File: src/rtl/subq_pkg.sv
package subq_pkg;
   localparam int SUBQ_BYTE_W = 8;
   localparam int SUBQ_Q_POS  = 6;
   typedef logic [SUBQ_BYTE_W-1:0] subq_byte_t;
endpackage

File: src/rtl/subq_edge_sync.sv
module subq_edge_sync #(
   parameter int STAGES = 2
) (
   input  logic clk,
   input  logic rst_n,
   input  logic async_in,
   output logic rise
);
   logic [STAGES-1:0] chain_q;
   logic              prev_q;

   genvar g;
   generate
      for (g = 0; g < STAGES; g++) begin : g_stage
         if (g == 0) begin : g_first
            always_ff @(posedge clk or negedge rst_n) begin
               if (!rst_n) chain_q[0] <= 1'b0;
               else        chain_q[0] <= async_in;
            end
         end else begin : g_next
            always_ff @(posedge clk or negedge rst_n) begin
               if (!rst_n) chain_q[g] <= 1'b0;
               else        chain_q[g] <= chain_q[g-1];
            end
         end
      end
   endgenerate

   always_ff @(posedge clk or negedge rst_n) begin
      if (!rst_n) prev_q <= 1'b0;
      else        prev_q <= chain_q[STAGES-1];
   end

   assign rise = chain_q[STAGES-1] & ~prev_q;
endmodule

File: src/rtl/subq_frame_shifter.sv
module subq_frame_shifter
   import subq_pkg::*;
#(
   parameter int WIN_CYCLES = 64
) (
   input  logic       clk,
   input  logic       rst_n,
   input  logic       frame_stb,
   input  subq_byte_t frame_byte,
   input  logic       frame_sync,
   input  logic       adv,
   output logic       win_n,
   output logic       blksync,
   output logic       sdata
);
   localparam int CNT_W = $clog2(WIN_CYCLES);
   localparam logic [CNT_W-1:0] CNT_LOAD = CNT_W'(WIN_CYCLES - 1);

   subq_byte_t       rot_q;
   logic [CNT_W-1:0] cnt_q;
   logic             win_n_q;
   logic             sync_q;

   always_ff @(posedge clk or negedge rst_n) begin
      if (!rst_n) begin
         rot_q   <= '0;
         cnt_q   <= '0;
         win_n_q <= 1'b1;
         sync_q  <= 1'b0;
      end else if (frame_stb) begin
         rot_q   <= frame_byte;
         cnt_q   <= CNT_LOAD;
         win_n_q <= 1'b0;
         sync_q  <= frame_sync;
      end else if (!win_n_q) begin
         if (adv) rot_q <= {rot_q[SUBQ_BYTE_W-2:0], rot_q[SUBQ_BYTE_W-1]};
         if (cnt_q == '0) win_n_q <= 1'b1;
         else             cnt_q   <= cnt_q - 1'b1;
      end
   end

   assign win_n   = win_n_q;
   assign blksync = sync_q;
   assign sdata   = rot_q[SUBQ_BYTE_W-1];
endmodule

File: src/rtl/subq_qcrc.sv
module subq_qcrc #(
   parameter int          DATA_FRAMES = 96,
   parameter int          Q_DATA_BITS = 80,
   parameter int          CRC_W       = 16,
   parameter logic [15:0] POLY        = 16'h1021
) (
   input  logic                   clk,
   input  logic                   rst_n,
   input  logic                   frame_stb,
   input  logic                   frame_sync,
   input  logic                   q_bit,
   output logic                   q_valid,
   output logic [Q_DATA_BITS-1:0] q_data
);
   localparam int CNT_W = $clog2(DATA_FRAMES);
   localparam logic [CNT_W-1:0] LAST = CNT_W'(DATA_FRAMES - 1);
   localparam logic [CRC_W-1:0] GEN  = CRC_W'(POLY);

   logic [CNT_W-1:0]       cnt_q;
   logic [CRC_W-1:0]       crc_q, crc_nx;
   logic [Q_DATA_BITS-1:0] qsh_q;
   logic                   valid_q;
   logic [Q_DATA_BITS-1:0] data_q;

   always_comb begin
      crc_nx = {crc_q[CRC_W-2:0], 1'b0};
      if (crc_q[CRC_W-1] ^ q_bit) crc_nx = crc_nx ^ GEN;
   end

   always_ff @(posedge clk or negedge rst_n) begin
      if (!rst_n) begin
         cnt_q   <= '0;
         crc_q   <= '0;
         qsh_q   <= '0;
         valid_q <= 1'b0;
         data_q  <= '0;
      end else if (frame_stb) begin
         if (frame_sync) begin
            cnt_q <= '0;
            crc_q <= '0;
         end else if (cnt_q == LAST) begin
            cnt_q   <= '0;
            crc_q   <= '0;
            valid_q <= (crc_nx == '0);
            if (crc_nx == '0) data_q <= qsh_q;
         end else begin
            cnt_q <= cnt_q + 1'b1;
            crc_q <= crc_nx;
            if (int'(cnt_q) < Q_DATA_BITS) qsh_q <= {qsh_q[Q_DATA_BITS-2:0], q_bit};
         end
      end
   end

   assign q_valid = valid_q;
   assign q_data  = data_q;
endmodule

File: src/rtl/subq_readout.sv
module subq_readout
   import subq_pkg::*;
#(
   parameter int          WIN_CYCLES       = 64,
   parameter int          SYNC_STAGES      = 2,
   parameter int          FRAMES_PER_BLOCK = 98,
   parameter int          SYNC_FRAMES      = 2,
   parameter int          Q_DATA_BITS      = 80,
   parameter int          Q_CRC_BITS       = 16,
   parameter logic [15:0] Q_POLY           = 16'h1021
) (
   input  logic                   clk,
   input  logic                   rst_n,
   input  logic                   frame_stb,
   input  logic [7:0]             frame_byte,
   input  logic                   frame_sync,
   input  logic                   sclk_in,
   output logic                   win_n,
   output logic                   blksync_out,
   output logic                   sdata_out,
   output logic                   q_valid,
   output logic [Q_DATA_BITS-1:0] q_data
);
   localparam int DATA_FRAMES = FRAMES_PER_BLOCK - SYNC_FRAMES;

   initial begin
      assert (WIN_CYCLES >= 2) else $error("WIN_CYCLES must be at least 2");
      assert (SYNC_STAGES >= 2) else $error("SYNC_STAGES must be at least 2");
      assert (DATA_FRAMES == Q_DATA_BITS + Q_CRC_BITS)
         else $error("data frames must equal Q data plus CRC bits");
      assert (Q_CRC_BITS >= 2 && Q_CRC_BITS <= 16) else $error("Q_CRC_BITS out of range");
   end

   logic adv;

   subq_edge_sync #(.STAGES(SYNC_STAGES)) u_sync (
      .clk      (clk),
      .rst_n    (rst_n),
      .async_in (sclk_in),
      .rise     (adv)
   );

   subq_frame_shifter #(.WIN_CYCLES(WIN_CYCLES)) u_shift (
      .clk        (clk),
      .rst_n      (rst_n),
      .frame_stb  (frame_stb),
      .frame_byte (frame_byte),
      .frame_sync (frame_sync),
      .adv        (adv),
      .win_n      (win_n),
      .blksync    (blksync_out),
      .sdata      (sdata_out)
   );

   subq_qcrc #(
      .DATA_FRAMES (DATA_FRAMES),
      .Q_DATA_BITS (Q_DATA_BITS),
      .CRC_W       (Q_CRC_BITS),
      .POLY        (Q_POLY)
   ) u_qcrc (
      .clk        (clk),
      .rst_n      (rst_n),
      .frame_stb  (frame_stb),
      .frame_sync (frame_sync),
      .q_bit      (frame_byte[SUBQ_Q_POS]),
      .q_valid    (q_valid),
      .q_data     (q_data)
   );
endmodule

File: config.mk
export PLATFORM = sky130hd
export DESIGN_NAME = subq_readout
export DESIGN_NICKNAME = d
export VERILOG_FILES = /design/src/rtl/subq_pkg.sv /design/src/rtl/subq_edge_sync.sv /design/src/rtl/subq_frame_shifter.sv /design/src/rtl/subq_qcrc.sv /design/src/rtl/subq_readout.sv
export SDC_FILE = /design/constraint.sdc
export NUM_CORES = 1
export LEC_CHECK = 0
export BUFFER_PORTS_ARGS = -buffer_cell sky130_fd_sc_hd__buf_2
export CAP_MARGIN = 20
export CORE_ASPECT_RATIO = 0.7
export CORE_MARGIN = 4
export CORE_UTILIZATION = 38
export DETAILED_ROUTE_END_ITERATION = 6
export PLACE_DENSITY = 0.65
export RECOVER_POWER = 100
export SYNTH_ARGS = -nofsm -noshare
export SYNTH_HDL_FRONTEND = slang
export SYNTH_SLANG_ARGS = --single-unit
File: constraint.sdc
create_clock -name clk -period 4.55 [get_ports clk]
set_clock_uncertainty 0.15 [all_clocks]
set_input_delay 1.365 -clock clk [delete_from_list [all_inputs] [get_ports clk]]
set_output_delay 1.365 -clock clk [all_outputs]
set_load 0.005 [all_outputs]
Word-level counts from Yosys, hierarchy flattened --
Cells that the tools add are included.
Storage, ports and cells: flip-flop bits (word level) 203, bits in latches 0, RAM bits 0, ROM bits 0, bits of input ports 13, output and inout bits 84, memories kept 0
Operators by class: add/subtract/negate cells 2, multipliers 0, divide/modulo/power cells 0, order comparisons 1, equal/unequal tests 3, shift operators 0, multiplexer cells 14, bitwise logic cells 6, reductions and logical operators 8
Operators with widths (number):
- $mux W16 | 2
- $mux W8 | 3
- $mux W6 | 3
- $logic_not A16 Y1 | 1
- $mux W7 | 2
- $mux W13 | 1
- $reduce_and A4 Y1 | 2
- $add A7 B1 Y7 const B | 1
- $eq A7 B7 Y1 const B | 1
- $lt A7 B7 Y1 const B | 1
- $logic_not A6 Y1 | 1
- $sub A6 B1 Y6 const B | 1
- $ne A2 B2 Y1 const B | 2
- $reduce_and A2 Y1 | 2
- $mux W1 | 3
- $not A1 Y1 | 3
- $not A3 Y3 | 1
- $reduce_and A3 Y1 | 1
- $reduce_bool A2 Y1 | 1
- $and A1 B1 Y1 | 1
- $xor A1 B1 Y1 | 1

Logic depth before layout (Yosys ltp) --
word-level depth 5, mapped depth 6, mapped depth without buffers 6

By module --
From an unflattened synthesis, not the netlist that was laid out.
Second synthesis, totals: cells, all modules 513, area total of the unflattened synthesis 7942.6 um^2
By module, submodules not included:
- subq_qcrc | instances 1, cells an instance 426, area an instance 6990.5 um^2, sequential area each 4604.4 um^2
- subq_frame_shifter | instances 1, cells an instance 83, area an instance 863.3 um^2, sequential area each 401.6 um^2
- subq_edge_sync | instances 1, cells an instance 4, area an instance 88.8 um^2, sequential area each 75.1 um^2

Least setup slack after synthesis --
Ideal clock, no wire load.
path kind input-to-reg, from input port frame_byte[6], to register u_qcrc.data_q[0], in the netlist u_qcrc.q_data[0], setup time 125 ps, arrival time 2931 ps, data required time 4275 ps, path slack 1344 ps, stages 5, path through xnor2_1 nand3_2 nor4_4 buf_6 mux2_4
Between the ends: cells in the longest elaborated chain, start to end 4
Ends and longest elaborated chain:
- start: declaration | RTL line subq_readout.sv:15 | input logic [7:0] frame_byte,
- $xor A1 B1 Y1 | RTL line subq_qcrc.sv:27 | if (crc_q[CRC_W-1] ^ q_bit) crc_nx = crc_nx ^ GEN;
- $mux W13 | RTL line subq_qcrc.sv:27
- $logic_not A16 Y1 | RTL line subq_qcrc.sv:45 | if (crc_nx == '0) data_q <= qsh_q;
- $reduce_and A4 Y1 (no line)
- end signal: assignment | RTL line subq_qcrc.sv:45
- end: declaration | RTL line subq_qcrc.sv:23 | logic [Q_DATA_BITS-1:0] data_q;
Every way passes these cells. A chain may end at the register's enable or synchronous reset.

Worst setup path after layout --
from input port frame_stb, to register u_qcrc.data_q[23], in the netlist u_qcrc.q_data[23]
Between the ends: cells in the longest elaborated chain, start to end 1
Ends and longest elaborated chain:
- start: declaration | RTL line subq_readout.sv:14 | input logic frame_stb,
- $reduce_and A4 Y1 (no line)
Every way passes these cells.

==> impl_metrics.tcl <==
set metrics [dict create \
    synthArstFlopShare_pct 100.0 \
    pwr-share-clk_pct 41.9 \
    max-slew-margin-rel_pct -50.87 \
    core.rowCount 44 \
    postCtsResizedCells 0 \
    dp_hpwl_um 9043 \
    crit_slowest_cell "clkbuf_1" \
    drt_iter0_markers 233 \
    cap_violations 1 \
    cts-root-buf "clkbuf_16" \
    cts_setup_buffers 0 \
    core_sq_mm 0.02070 \
    ys_seq_area_share_pct 63.74 \
    wl_um 14350 \
    design_area_sq_mm 0.009149 \
    combPwrFrac_pct 5.3 \
    crit_fanout 37 \
    cts_max_level 1 \
    slew_violations 90 \
    violations "capacitance limit, slew limit" \
    die_w_um 181.1 \
    worst_skew_pair.late_latency_ns 0.49 \
    fin_crit_ns 3.588 \
    setup_viol 0 \
    wl_per_cell_um 16.02 \
    rsz0062_at_grt "false" \
    io_pins 97 \
    die_y_um 129.2 \
    holdCritPathClass "register to register" \
    synth_area_sq_mm 0.007971 \
    via_per_inst 4.911 \
    intPower_mw 2.870 \
    swShare_pct 22.64 \
    vdd_drop_max_mv 0.2227 \
    start_util_pct 38.51 \
    status "finished, violations left" \
    max_freq_mhz 278.7 \
    grt_pass1_wl_um 24000 \
    cts_tree "yes" \
    syn_nets 519 \
    die-area_sq_mm 0.02340 \
    drc 0 \
    setup_tns_ns 0 \
    p_per_area_mw_per_mm2 405.5 \
    fin_nets 624 \
    synth.avg_cell_area_sq_um 15.85 \
    synthFlopType "dfrtp_1" \
    path_clk_slew_ns 0.06 \
    grt_pass1_vias 4555 \
    timing.final.crit_share_pct 78.85 \
    ys_seq_elements 203 \
    place_area_sq_mm 0.008760 \
    p_leak_nw 4.594 \
    hold_viol 0 \
    worstMarginPinSlew_ns 2.263 \
    synth_edf_count 0 \
    grt-ovfl-total 0 \
    fin_cells 896 \
    critPathTopFamily "buffers and inverters" \
    diodes 0 \
    critical_path_class "primary input to register" \
    layout-drive-gt1-share_pct 32.26 \
    synthToLayoutAreaGrowth_pct 14.77 \
    yosys_warnings 0 \
    fillers 1897 \
    crit_buf_inv 2 \
    clock_path_buffers 3 \
    critPathLaunchType "primary input" \
    clkSinkCount 203 \
    placed_cells 861 \
    grt_max_degree 91 \
    cts_buffers 21 \
    power_mw 3.710 \
    globalplace.congestion 0.7429 \
    path_cells "clkbuf_1 -> nand2b_1 -> nor4_4 -> buf_4 -> mux2_2" \
    detail-route-antenna-nets 0 \
    ys_types 37 \
    port_buffers 96 \
    grtUsageTotal_pct 12.23 \
    end_kind "register" \
    vias 4400 \
    p_sw_mw 0.8399 \
    postCtsHoldBufs 0 \
    slowest_delay_ns 0.77 \
    required_ns 4.77 \
    sequentialPowerShare_pct 52.9 \
    synthCells 503 \
    antenna_found_initial 0 \
    firstDrtPassIters 4 \
    cp.arrival_ns 3.81 \
]
[synth_stat cells (2+ instances only)]
| library cell | number | area (sq um) |
|---|---|---|
| ha_1 | 3 | 37.54 |
| dfrtp_1 | 202 | 5055 |
| o2bb2ai_1 | 3 | 26.28 |
| clkbuf_1 | 8 | 30.03 |
| nor4_1 | 4 | 25.02 |
| mux2_2 | 112 | 1261 |
| a21oi_1 | 2 | 10.01 |
| mux2_4 | 40 | 600.6 |
| a22o_1 | 15 | 131.4 |
| buf_6 | 8 | 90.09 |
| nand2_1 | 21 | 78.83 |
| o21ai_0 | 15 | 75.07 |
| mux2i_1 | 9 | 90.09 |
| nor3_1 | 4 | 20.02 |
| inv_1 | 5 | 18.77 |
| a31oi_1 | 2 | 12.51 |
| mux2_1 | 9 | 101.4 |
| nor2_1 | 4 | 15.01 |
| a21o_1 | 2 | 15.01 |
| nand3_1 | 3 | 15.01 |
| xnor2_1 | 5 | 43.79 |
| nand2b_1 | 4 | 25.02 |
| xor2_1 | 2 | 17.52 |
| a41oi_1 | 2 | 17.52 |
| buf_1 | 7 | 26.28 |
[kinds of logic (layout without fill, tap and decap cells)]
family | count (synthesis) | count (layout) | synth area share [%]
AOI/OAI and AO/OA | 44 | 44 | 3.893
xor gates and xnor gates | 7 | 7 | 0.7691
adders and majority gates | 3 | 3 | 0.4709
buffers and inverters | 29 | 146 | 2.119
DFF | 203 | 203 | 63.74
muxes | 170 | 170 | 25.76
and+or+nand+nor | 47 | 47 | 3.249
[area by class of cell]
cell class / count / area (sq um) / share of cell area, %
sequential: 203 / 5081 / 55.54
multi-input combinational: 271 / 2586 / 28.27
clock buffer: 30 / 579.3 / 6.332
timing repair buffer: 105 / 505.5 / 5.525
tap: 276 / 345.3 / 3.775
clock inverter: 5 / 28.78 / 0.3146
inverter: 6 / 22.52 / 0.2462
[flip-flops by register name, summed over array words and instances (netlist names)]
name / count
u_qcrc.cnt_q: 7
u_qcrc.crc_q: 16
u_qcrc.q_data: 80
u_qcrc.q_valid: 1
u_qcrc.qsh_q: 80
u_shift.blksync: 1
u_shift.cnt_q: 6
u_shift.rot_q: 8
u_shift.win_n: 1
u_sync.chain_q: 2
u_sync.prev_q: 1
[per-stage QoR]
step / hold WS, ns / utilization (%) / setup slack, ns
after global placement: 0.1896 / 42.32 / 0.9876
after global routing: 0.2044 / 44.20 / 0.7987
after floorplan: 0.1812 / - / 1.344
after CTS: 0.2038 / 45.26 / 1.430
final: 0.2013 / 44.20 / 0.9621
after detailed placement: 0.1905 / 42.32 / 0.8977
[power groups by stage]
stage	Combinational, mW	Clock (mW)	Sequential, mW
3_3_place_gp	0.193	0	1.99
5_1_grt	0.221	1.69	1.97
2_1_floorplan	0.132	0	1.97
6_report	0.195	1.55	1.96
4_1_cts	0.203	1.61	1.96
3_5_place_dp	0.202	0	2.00
[placed cells by master, fill, tap and decap left out, drive strengths merged]
master	synthesis	routed
dfrtp	202	202
mux2	161	161
clkbuf	8	82
buf	15	53
nand2	21	21
o21ai	15	15
a22o	15	15
mux2i	9	9
inv	5	6
xnor2	5	5
nor4	5	5
clkinv	1	5
nor3	4	4
nor2	4	4
nand2b	4	4
nand3	4	4
o2bb2ai	3	3
ha	3	3
a31oi	2	2
a41oi	2	2
xor2	2	2
a21o	2	2
a21oi	2	2
and3	2	2
nand4	2	2
o22ai	1	1
o2111ai	1	1
o211ai	1	1
nor3b	1	1
dfstp	1	1
[layer usage]
metal	GRT usage [%]	vias up	routed length, um
li1	-	2012	-
met1	17.78	2279	6865
met2	18.80	86	6491
met3	2.890	23	701
met4	2.955	0	293
met5	0	-	0
[path summary, 6_finish.rpt]
path	from	endpoint	slack (ns)	cells after the start
max in group asynchronous	rst_n	u_qcrc.qsh_q[46]	1.41	2
hold / removal	u_sync.chain_q[0]	u_sync.chain_q[1]	0.20	0
min in group asynchronous	rst_n	u_qcrc.q_data[16]	1.40	1
setup reg to reg	u_qcrc.cnt_q[0]	u_qcrc.q_data[23]	1.96	6
setup / recovery	frame_stb	u_qcrc.q_data[23]	0.96	5
hold reg to reg	u_sync.chain_q[0]	u_sync.chain_q[1]	0.20	0
(Power assumes the default switching activity.)
